$ cat config.mk
export PLATFORM = sky130hd
export DESIGN_NAME = usb_tx_serializer
export DESIGN_NICKNAME = d
export VERILOG_FILES = /design/src/rtl/usb_tx_pkg.sv /design/src/rtl/usb_tx_lockout.sv /design/src/rtl/usb_tx_stuffer.sv /design/src/rtl/usb_tx_line.sv /design/src/rtl/usb_tx_ctrl.sv /design/src/rtl/usb_tx_serializer.sv
export SDC_FILE = /design/constraint.sdc
export NUM_CORES = 1
export LEC_CHECK = 0
export ABC_CLOCK_PERIOD_IN_PS = 1650
export BUFFER_PORTS_ARGS = -buffer_cell sky130_fd_sc_hd__clkbuf_2
export CAP_MARGIN = 20
export CORE_ASPECT_RATIO = 1.4
export CORE_UTILIZATION = 50
export CTS_BUF_LIST = sky130_fd_sc_hd__clkbuf_8
export DETAILED_ROUTE_END_ITERATION = 16
export PLACE_DENSITY = 0.73
export SLEW_MARGIN = 20
export SYNTH_ARGS = -nofsm -noshare
export SYNTH_HDL_FRONTEND = slang
export SYNTH_SLANG_ARGS = --single-unit
$ cat constraint.sdc
create_clock -name clk -period 1.65 [get_ports clk]
set_input_delay 0.165 -clock clk [delete_from_list [all_inputs] [get_ports clk]]
set_output_delay 0.165 -clock clk [all_outputs]
set_load 0.005 [all_outputs]
$ cat src/rtl/usb_tx_pkg.sv
package usb_tx_pkg;

  typedef enum logic [1:0] {
    SYM_SE0 = 2'b00,
    SYM_J   = 2'b01,
    SYM_K   = 2'b10
  } line_sym_e;

  typedef enum logic [1:0] {
    EM_BIT,
    EM_SE0,
    EM_J,
    EM_OFF
  } emit_e;

  typedef enum logic [2:0] {
    ST_IDLE,
    ST_SYNC,
    ST_DATA,
    ST_SE0A,
    ST_SE0B,
    ST_JEND,
    ST_DONE
  } tx_state_e;

endpackage

$ cat src/rtl/usb_tx_lockout.sv
module usb_tx_lockout #(
  parameter int unsigned LOCKOUT_CYC = 5
) (
  input  logic clk,
  input  logic rst_n,
  output logic armed
);
  localparam int unsigned CW = $clog2(LOCKOUT_CYC + 1);
  localparam logic [CW-1:0] LIMIT = CW'(LOCKOUT_CYC);

  logic [CW-1:0] cnt_q, cnt_d;

  assign armed = (cnt_q == LIMIT);

  always_comb begin
    cnt_d = cnt_q;
    if (!armed) cnt_d = cnt_q + 1'b1;
  end

  always_ff @(posedge clk or negedge rst_n) begin
    if (!rst_n) cnt_q <= '0;
    else        cnt_q <= cnt_d;
  end
endmodule

$ cat src/rtl/usb_tx_stuffer.sv
module usb_tx_stuffer #(
  parameter int unsigned RUN_LEN = 6
) (
  input  logic clk,
  input  logic rst_n,
  input  logic clr,
  input  logic step,
  input  logic bit_val,
  input  logic stuff_en,
  output logic need_stuff
);
  localparam int unsigned OW = $clog2(RUN_LEN + 1);
  localparam logic [OW-1:0] RUN = OW'(RUN_LEN);

  logic [OW-1:0] ones_q, ones_d;

  assign need_stuff = stuff_en && (ones_q == RUN);

  always_comb begin
    ones_d = ones_q;
    if (clr)                    ones_d = '0;
    else if (step && !bit_val)  ones_d = '0;
    else if (step && ones_q != RUN) ones_d = ones_q + 1'b1;
  end

  always_ff @(posedge clk or negedge rst_n) begin
    if (!rst_n) ones_q <= '0;
    else        ones_q <= ones_d;
  end
endmodule

$ cat src/rtl/usb_tx_line.sv
module usb_tx_line
  import usb_tx_pkg::*;
(
  input  logic        clk,
  input  logic        rst_n,
  input  logic        emit,
  input  emit_e       kind,
  input  logic        bit_val,
  input  logic        nrzi_en,
  output line_sym_e   sym,
  output logic        oe
);
  line_sym_e sym_d;
  logic      oe_d;

  always_comb begin
    sym_d = sym;
    oe_d  = oe;
    if (emit) begin
      unique case (kind)
        EM_BIT: begin
          oe_d = 1'b1;
          if (!nrzi_en)     sym_d = bit_val ? SYM_J : SYM_K;
          else if (!bit_val) sym_d = (sym == SYM_K) ? SYM_J : SYM_K;
        end
        EM_SE0: begin oe_d = 1'b1; sym_d = SYM_SE0; end
        EM_J:   begin oe_d = 1'b1; sym_d = SYM_J;   end
        default: begin oe_d = 1'b0; sym_d = SYM_J;  end
      endcase
    end
  end

  always_ff @(posedge clk or negedge rst_n) begin
    if (!rst_n) begin
      sym <= SYM_J;
      oe  <= 1'b0;
    end else begin
      sym <= sym_d;
      oe  <= oe_d;
    end
  end
endmodule

$ cat src/rtl/usb_tx_ctrl.sv
module usb_tx_ctrl
  import usb_tx_pkg::*;
#(
  parameter int unsigned BYTE_W = 8
) (
  input  logic              clk,
  input  logic              rst_n,
  input  logic              bit_en,
  input  logic              tx_valid,
  input  logic [BYTE_W-1:0] tx_data,
  input  logic              armed,
  input  logic              drive_ok,
  input  logic              need_stuff,
  output logic              tx_ready,
  output logic              emit,
  output emit_e             kind,
  output logic              emit_bit,
  output logic              idle
);
  localparam int unsigned CW = $clog2(BYTE_W);
  localparam logic [CW-1:0] LAST = CW'(BYTE_W - 1);
  localparam logic [BYTE_W-1:0] SYNC_PAT = {1'b1, {(BYTE_W-1){1'b0}}};

  tx_state_e         state_q, state_d;
  logic [BYTE_W-1:0] sh_q, sh_d;
  logic [CW-1:0]     cnt_q, cnt_d;

  assign idle = (state_q == ST_IDLE);

  always_comb begin
    state_d  = state_q;
    sh_d     = sh_q;
    cnt_d    = cnt_q;
    emit     = 1'b0;
    kind     = EM_BIT;
    emit_bit = 1'b0;
    tx_ready = 1'b0;
    unique case (state_q)
      ST_IDLE: begin
        if (tx_valid && armed && drive_ok) begin
          sh_d    = SYNC_PAT;
          cnt_d   = '0;
          state_d = ST_SYNC;
        end
      end
      ST_SYNC, ST_DATA: begin
        if (bit_en) begin
          emit = 1'b1;
          if (!need_stuff) begin
            emit_bit = sh_q[0];
            if (cnt_q == LAST) begin
              if (tx_valid) begin
                tx_ready = 1'b1;
                sh_d     = tx_data;
                cnt_d    = '0;
                state_d  = ST_DATA;
              end else begin
                state_d  = ST_SE0A;
              end
            end else begin
              sh_d  = sh_q >> 1;
              cnt_d = cnt_q + 1'b1;
            end
          end
        end
      end
      ST_SE0A: begin
        if (bit_en) begin
          emit = 1'b1;
          if (!need_stuff) begin
            kind    = EM_SE0;
            state_d = ST_SE0B;
          end
        end
      end
      ST_SE0B: if (bit_en) begin emit = 1'b1; kind = EM_SE0; state_d = ST_JEND; end
      ST_JEND: if (bit_en) begin emit = 1'b1; kind = EM_J;   state_d = ST_DONE; end
      default: if (bit_en) begin emit = 1'b1; kind = EM_OFF; state_d = ST_IDLE; end
    endcase
  end

  always_ff @(posedge clk or negedge rst_n) begin
    if (!rst_n) begin
      state_q <= ST_IDLE;
      sh_q    <= '0;
      cnt_q   <= '0;
    end else begin
      state_q <= state_d;
      sh_q    <= sh_d;
      cnt_q   <= cnt_d;
    end
  end
endmodule

$ cat src/rtl/usb_tx_serializer.sv
module usb_tx_serializer
  import usb_tx_pkg::*;
#(
  parameter int unsigned BYTE_W      = 8,
  parameter int unsigned STUFF_RUN   = 6,
  parameter int unsigned LOCKOUT_CYC = 5
) (
  input  logic              clk,
  input  logic              rst_n,
  input  logic              bit_en,
  input  logic [1:0]        op_mode,
  input  logic              tx_valid,
  input  logic [BYTE_W-1:0] tx_data,
  output logic              tx_ready,
  output logic [1:0]        line_sym,
  output logic              line_oe
);
  logic      armed, need_stuff, emit, emit_bit, idle;
  logic      drive_ok, coded;
  emit_e     kind;
  line_sym_e sym;

  assign drive_ok = !op_mode[0];
  assign coded    = (op_mode == 2'b00);
  assign line_sym = sym;

  usb_tx_lockout #(.LOCKOUT_CYC(LOCKOUT_CYC)) u_lockout (
    .clk   (clk),
    .rst_n (rst_n),
    .armed (armed)
  );

  usb_tx_ctrl #(.BYTE_W(BYTE_W)) u_ctrl (
    .clk        (clk),
    .rst_n      (rst_n),
    .bit_en     (bit_en),
    .tx_valid   (tx_valid),
    .tx_data    (tx_data),
    .armed      (armed),
    .drive_ok   (drive_ok),
    .need_stuff (need_stuff),
    .tx_ready   (tx_ready),
    .emit       (emit),
    .kind       (kind),
    .emit_bit   (emit_bit),
    .idle       (idle)
  );

  usb_tx_stuffer #(.RUN_LEN(STUFF_RUN)) u_stuffer (
    .clk        (clk),
    .rst_n      (rst_n),
    .clr        (idle),
    .step       (emit && (kind == EM_BIT)),
    .bit_val    (emit_bit),
    .stuff_en   (coded),
    .need_stuff (need_stuff)
  );

  usb_tx_line u_line (
    .clk     (clk),
    .rst_n   (rst_n),
    .emit    (emit),
    .kind    (kind),
    .bit_val (emit_bit),
    .nrzi_en (coded),
    .sym     (sym),
    .oe      (line_oe)
  );
endmodule

==> results of run 1 <==
==> Yosys cell counts (2+ instances only) <==
cell type and number:
ha_1 6, nand2b_1 2, and2_1 2, a211oi_1 2
o21ai_0 11, nand3_1 10, nor3_1 3, nor2_1 9
nand4b_1 2, buf_2 5, mux2_2 7, o22ai_1 2
o21ai_1 2, or2_1 2, nand2_1 8, dfrtp_1 22
a21oi_1 10, o31ai_1 2, inv_1 17, a41oi_1 2
==> logic make-up after synthesis <==
group / count (synthesis)
AOI/OAI and AO/OA: 37
xor gates and xnor gates: 2
adders and majority gates: 6
DFF: 23
muxes: 8
and+or+nand+nor: 49
buffers and inverters: 25
==> layout by cell type, fill, tap and decap left out, types with 3 or more instances in the layout <==
cell and n:
inv_1 18, nor2_1 9, clkbuf_8 3, clkbuf_2 17, buf_4 20, o21ai_0 10
ha_2 3, o21ai_1 3, mux2_2 6, dfrtp_1 20, a21oi_1 7, nand3_1 9
nand2_1 8
==> worst max-delay path: stages, from the launching register on <==
cell and delay (ns):
dfrtp_1 0.39, inv_1 0.07, ha_2 0.21, nand4bb_4 0.16, and2_4 0.17, and4_1 0.17, clkbuf_2 0.11
==> power breakdown <==
part	switching (mW)	leakage (nW)	internal (mW)
clock	0.184	0.0269	0.167
sequential	0.172	0.287	0.742
combinational	0.681	0.472	0.632
==> per-layer routing <==
metal | share of wire, % | global-route usage, % | routed length (um)
met3 | 2.7 | 4.52 | 89
met5 | 0 | 0 | 0
met1 | 40 | 29.9 | 1310
met2 | 54 | 43.4 | 1750
met4 | 3.5 | 15.1 | 115
==> metrics by stage <==
stage	setup slack (ns)	instances	setup TNS, ns	utilization, %
after global placement	-0.0633	212	-0.553	60.7
after floorplan	0.0282	150	0	-
after detailed placement	-0.103	212	-1.27	60.7
final	-0.0656	222	-0.289	68.2
after global routing	-0.134	222	-1.69	68.2
after CTS	-0.0470	222	-0.0742	67.9
==> state kept, by name, summed over array words and instances (netlist names) <==
register and flops:
u_ctrl.sh_q 8, u_ctrl.cnt_q 3, u_ctrl.state_q 3, u_lockout.cnt_q 3
u_stuffer.ones_q 3, u_line.sym 2, u_line.oe 1
==> layout make-up <==
class | instances | area [um^2] | share of cell area, %
inverter | 17 | 63.8 | 3.58
tap | 36 | 45.0 | 2.53
clock buffer | 3 | 41.3 | 2.32
multi-input combinational | 102 | 782 | 43.9
sequential | 23 | 579 | 32.5
clock inverter | 1 | 3.75 | 0.211
timing repair buffer | 40 | 268 | 15.0
==> final timing paths <==
| check | slack [ns] | to | startpoint | cells after the start |
|---|---|---|---|---|
| min in group asynchronous | 0.42 | u_line.sym[1]$_DFFE_PN0P_ | rst_n | 2 |
| hold / removal | 0.20 | u_ctrl.sh_q[7]$_DFFE_PN0P_ | tx_data[7] | 3 |
| max in group asynchronous | 0.81 | u_ctrl.state_q[0]$_DFFE_PN0P_ | rst_n | 2 |
| setup reg to reg | -0.05 | u_line.sym[1]$_DFFE_PN0P_ | u_stuffer.ones_q[0]$_DFFE_PN0P_ | 9 |
| setup / recovery | -0.07 | tx_ready | u_stuffer.ones_q[0]$_DFFE_PN0P_ | 6 |
| hold reg to reg | 0.52 | u_line.sym[0]$_DFFE_PN1P_ | u_line.sym[0]$_DFFE_PN1P_ | 2 |
==> repair_timing <==
action | CTS | global route
endpoints found under the hold margin | 22 | 0
hold buffers | 1 | 0
pin swaps | 11 | 3
gates cloned | 1 | 0
endpoints found under the setup margin | 18 | 19
resized for setup | 22 | 2
buffers inserted | 4 | 0
==> out/qor.yml, run 1 <==
p_total_mw: 2.58
viasPerCell: 5.61
cts_buffer_depth: 2
synth_area_per_cell_um2: 9.18
post-dp-hpwl_um: 2270
outcome: "finished, violations left"
design_area_um2: 1780
max_cap_viol_count: 0
cts_tree: "built"
setup_viol: 13
ys_seq_area_share_pct: 41.9
min-delay-path-class: "primary input to flip-flop"
num_rows: 22
worst_pin_slew_ns: 0.581
ys.flop_type: "dfrtp_1"
synthMuxAreaShare_pct: 6.45
dieArea_um2: 2970
violations: "negative setup slack"
syn2layout_area_growth_pct: 29.4
fin_crit_sh_pct: 104
crit_type: "flip-flop to output port"
setup_ws_ns: -0.0656
synth_cells: 150
vias: 1245
yosys.area_share.simple_pct: 19.3
finalHoldViolations: 0
synth_xor_area_share_pct: 1.82
arrival_ns: 1.55
htree_levels: 1
die_h_um: 64.1
drv_slew: 0
synth-seq-cells: 23
detail_route.wl_per_cell_um: 14.7
clk_pin_slew_ns: 0.08
critPathCaptureType: "output port"
num_io_pins: 18
diodes: 0
crit_fanout: 4
drive_gt1_share_pct: 38.7
n_fill_cell: 202
clkLatencyLatePin_ns: 0.27
core_um2: 2620
synth_edf_count: 0
syn-num-nets: 170
vdd_ir_drop_max_uv: 852
portBuffers: 17
die_w_um: 46.4
synthArstFlopShare_pct: 100
synth_area_um2: 1380
synth_top_family_by_area: "simple AND/OR/NAND/NOR gates"
yosysUniqueCellTypes: 44
rsz0062_at_grt: "yes"
crit_required_ns: 1.48
ys.warnings.count: 0
start_util_pct: 52.7
overflow: 0
wirelength_um: 3270
grt_max_degree: 24
cts_root_buf: "clkbuf_8"
yosys-top-cells-area: "dfrtp_1 (40%), mux2_2 (5.7%), ha_1 (5.4%)"
synth_compound_area_share_pct: 17.0
fin_worst_hold_slack_ns: 0.203
grt_use_total_pct: 26.2
final_nets: 207
antenna_found_initial: 0
min_period_ns: 1.72
fmax_mhz: 583
powerDensity_nw_per_um2: 1450
clock_sinks: 23
first_global_vias: 1323
synth_fa_ha_area_share_pct: 5.45
synth_top_area_share_pct: 40.0
drt_first_pass_iters: 4
start_kind: "flip-flop"
dpl_cell_area_um2: 1590
drt_iter0_drc: 32
drc: 0
p_leak_nw: 0.786
fin_skew_ns: 0.00702
gp_congestion: 0.906
grt_pass1_wl_um: 5730
ant_nets: 0
slew_headroom_pct: 61.2
cts_made_buffers: 3
yosys.area.top_type: "dfrtp_1"
(Power assumes the default switching activity.)
==> inputs of run 2 (changes only) <==
--- a/config.mk
+++ b/config.mk
@@ -16,4 +16,5 @@
 export SLEW_MARGIN = 20
 export SYNTH_ARGS = -nofsm -noshare
 export SYNTH_HDL_FRONTEND = slang
+export SYNTH_HIERARCHICAL = 1
 export SYNTH_SLANG_ARGS = --single-unit
==> out/qor.yml, run 2 <==
rsz0062_at_grt: "yes"  # unchanged
cts_root_buf: "clkbuf_8"  # unchanged
yosys-top-cells-area: "dfrtp_1 (39%), o2bb2ai_1 (6.2%), mux2i_1 (5.7%)"  # was dfrtp_1 (40%), mux2_2 (5.7%), ha_1 (5.4%)
final_nets: 210  # was 207
fin_worst_hold_slack_ns: 0.180  # was 0.203 ns
num_io_pins: 18  # unchanged
drc: 0  # unchanged
grt_use_total_pct: 28.2  # was 26.2%
detail_route.wl_per_cell_um: 17.1  # was 14.7 um
max_cap_viol_count: 0  # unchanged
ys_top_cells_by_count: "dfrtp_1 (22), inv_1 (11), o2bb2ai_1 (10)"  # was dfrtp_1 (22), inv_1 (17), o21ai_0 (11)
p_total_mw: 3.00  # was 2.58 mW
ys_seq_area_share_pct: 41.1  # was 41.9%
layout_common_cells: "buf_4 (33), dfrtp_1 (21), clkbuf_2 (17), inv_1 (8), mux2i_1 (8)"  # was buf_4 (20), dfrtp_1 (20), inv_1 (18), clkbuf_2 (17), o21ai_0 (10)
yosysUniqueCellTypes: 49  # was 44
crit_required_ns: 1.83  # was 1.48 ns
drv_slew: 0  # unchanged
cts_made_buffers: 3  # unchanged
diodes: 0  # unchanged
htree_levels: 1  # unchanged
synth_area_um2: 1400  # was 1380 um^2
finalHoldViolations: 0  # unchanged
min-delay-path-class: "primary input to flip-flop"  # unchanged
min_path_cells: 3  # unchanged
rr_endpoint: "u_stuffer/ones_q[2]$_DFFE_PN0P_"  # was u_line.sym[1]$_DFFE_PN0P_
die_h_um: 64.7  # was 64.1 um
p_leak_nw: 0.890  # was 0.786 nW
dieArea_um2: 3020  # was 2970 um^2
powerDensity_nw_per_um2: 1480  # was 1450 nW/um^2
setup_ws_ns: -0.222  # was -0.0656 ns
synth_area_per_cell_um2: 10.2  # was 9.18 um^2
ys.flop_type: "dfrtp_1"  # unchanged
start_util_pct: 53.1  # was 52.7%
syn2layout_area_growth_pct: 44.8  # was 29.4%
grt_max_degree: 24  # unchanged
rr_worst_depth: 10  # was 9
synth-seq-cells: 23  # unchanged
num_rows: 22  # unchanged
wirelength_um: 3850  # was 3270 um
vias: 1324  # was 1245
synth_edf_count: 0  # unchanged
arrival_ns: 2.05  # was 1.55 ns
min_period_ns: 1.87  # was 1.72 ns
clkLatencyLatePin_ns: 0.26  # was 0.27 ns
synth_top_area_share_pct: 39.3  # was 40.0%
drive_gt1_share_pct: 51.9  # was 38.7%
outcome: "finished, violations left"  # unchanged
antenna_found_initial: 0  # unchanged
ant_nets: 0  # unchanged
viasPerCell: 5.88  # was 5.61
slew_headroom_pct: 60.6  # was 61.2%
core_um2: 2640  # was 2620 um^2
drt_iter0_drc: 40  # was 32
gp_congestion: 0.896  # was 0.906
fin_crit_sh_pct: 113  # was 104%
min_to: "u_ctrl/sh_q[7]$_DFFE_PN0P_"  # was u_ctrl.sh_q[7]$_DFFE_PN0P_
cts_tree: "built"  # unchanged
cts_buffer_depth: 2  # unchanged
final_common_cell: "buf_4"
worst_pin_slew_ns: 0.591  # was 0.581 ns
critPathCaptureType: "flip-flop"  # was output port
setup_viol: 16  # was 13
drt_first_pass_iters: 4  # unchanged
yosysMostFrequentCell: "dfrtp_1"  # unchanged
yosys.area.top_type: "dfrtp_1"  # unchanged
n_fill_cell: 179  # was 202
synthArstFlopShare_pct: 100  # unchanged
crit_fanout: 4  # unchanged
syn-num-nets: 158  # was 170
portBuffers: 17  # unchanged
stdcell_count: 225  # was 222
placed_cells: 207  # was 212
hold_start: "tx_data[7]"  # unchanged
fin_skew_ns: 0.00582  # was 0.00702 ns
post-dp-hpwl_um: 2350  # was 2270 um
die_w_um: 46.8  # was 46.4 um
largest_reg_flops: 8  # unchanged
start_kind: "flip-flop"  # unchanged
grt_pass1_wl_um: 6270  # was 5730 um
fmax_mhz: 534  # was 583 MHz
tns_ns: -1.46  # was -0.289 ns
clk_pin_slew_ns: 0.08  # about the same
r2r-start: "u_stuffer/ones_q[0]$_DFFE_PN0P_"  # was u_stuffer.ones_q[0]$_DFFE_PN0P_
overflow: 0  # unchanged
violations: "negative setup slack"  # unchanged
clock_sinks: 23  # unchanged
synth_cells: 138  # was 150
rrSetupSlack_ns: -0.22  # was -0.05 ns
ys.warnings.count: 6  # was 0
vdd_ir_drop_max_uv: 1030  # was 852 uV
crit_type: "flip-flop to flip-flop"  # was flip-flop to output port
regMostFlops: "u_ctrl/sh_q"  # was u_ctrl.sh_q
first_global_vias: 1421  # was 1323
[run 2: changes by cell type in the layout (fill, tap and decap cells not counted), sizes merged, moves of 5 or more]
cell     delta
buf        +13
inv         -7
mux2        -7
mux2i       +7
nand3       -8
nor2b       +5
o21ai      -11
o2bb2ai    +10
[run 2: metal layers]
layer / vias up / wire length (um) / track usage, %
met1: 646 / 1600 / 35.8
met4: 0 / 127 / 12.5
met3: 15 / 149 / 4.74
li1: 605 / - / -
met5: - / 0 / 0
met2: 58 / 1970 / 45.5
[run 2: worst max-delay path, stage by stage, from the launching register on]
cell and delay (ns):
dfrtp_1 0.39, inv_2 0.09, ha_4 0.14, and3_4 0.23, nor2_4 0.05, o21ai_4 0.19, nor2_4 0.07, nor3b_4 0.23
buf_4 0.16, a21oi_2 0.06, a211oi_2 0.19
[run 2: per-stage QoR]
| step | cell area (um^2) | utilization, % | setup WS (ns) |
|---|---|---|---|
| global placement | 1670 | 63.1 | -0.159 |
| CTS | 1950 | 73.9 | -0.107 |
| finish | 2030 | 76.8 | -0.222 |
| global route | 2030 | 76.8 | -0.295 |
| detailed placement | 1670 | 63.1 | -0.224 |
| floorplan | 1420 | - | -0.165 |
[run 2: timing repair]
| item | in CTS | in global routing |
|---|---|---|
| resized for setup | 33 | 11 |
| pin swaps | 18 | 13 |
| buffers inserted | 9 | 4 |
| hold buffers | 1 | 0 |
| endpoints found under the setup margin | 19 | 19 |
| gates cloned | 1 | 0 |
| hold endpoints to repair | 22 | 0 |
[run 2: area by class of cell]
cell class              count  area [um^2]  area share (%)
clock inverters             1         5.00           0.246
well taps                  36         45.0            2.22
clock buffers               3         41.3            2.03
flip-flops and latches     23          578            28.5
repair buffers             53          369            18.2
inverters                  11         41.3            2.03
multi-input cells          98          951            46.8
[run 2: report_power, final]
group	leakage, nW	switching, mW	internal (mW)
combinational	0.581	0.821	0.859
sequential	0.283	0.210	0.751
clock	0.0255	0.187	0.169
[run 2: cells by family (layout without fill, tap and decap cells)]
group	count (synthesis)	after routing	synth area share, %
compound gates	36	37	19.7
xor+xnor	2	2	1.25
fa+ha+maj	6	6	5.35
buf+inv	18	68	6.78
flops	23	23	41.1
mux	8	8	5.71
simple gates	45	45	20.1
[run 2: worst max path at each step]
| stage | start | endpoint | slack (ns) | cells after the start |
|---|---|---|---|---|
| 2_1_floorplan | u_stuffer/ones_q[0]$_DFFE_PN0P_ | u_stuffer/ones_q[1]$_DFFE_PN0P_ | -0.17 | 9 |
| 4_1_cts | u_stuffer/ones_q[0]$_DFFE_PN0P_ | u_stuffer/ones_q[0]$_DFFE_PN0P_ | -0.11 | 10 |
| 3_3_place_gp | u_stuffer/ones_q[0]$_DFFE_PN0P_ | u_line/sym[0]$_DFFE_PN1P_ | -0.16 | 8 |
| 3_5_place_dp | u_stuffer/ones_q[0]$_DFFE_PN0P_ | u_stuffer/ones_q[0]$_DFFE_PN0P_ | -0.22 | 9 |
| 6_report | u_stuffer/ones_q[0]$_DFFE_PN0P_ | u_stuffer/ones_q[2]$_DFFE_PN0P_ | -0.22 | 10 |
| 5_1_grt | u_stuffer/ones_q[0]$_DFFE_PN0P_ | u_stuffer/ones_q[2]$_DFFE_PN0P_ | -0.30 | 10 |
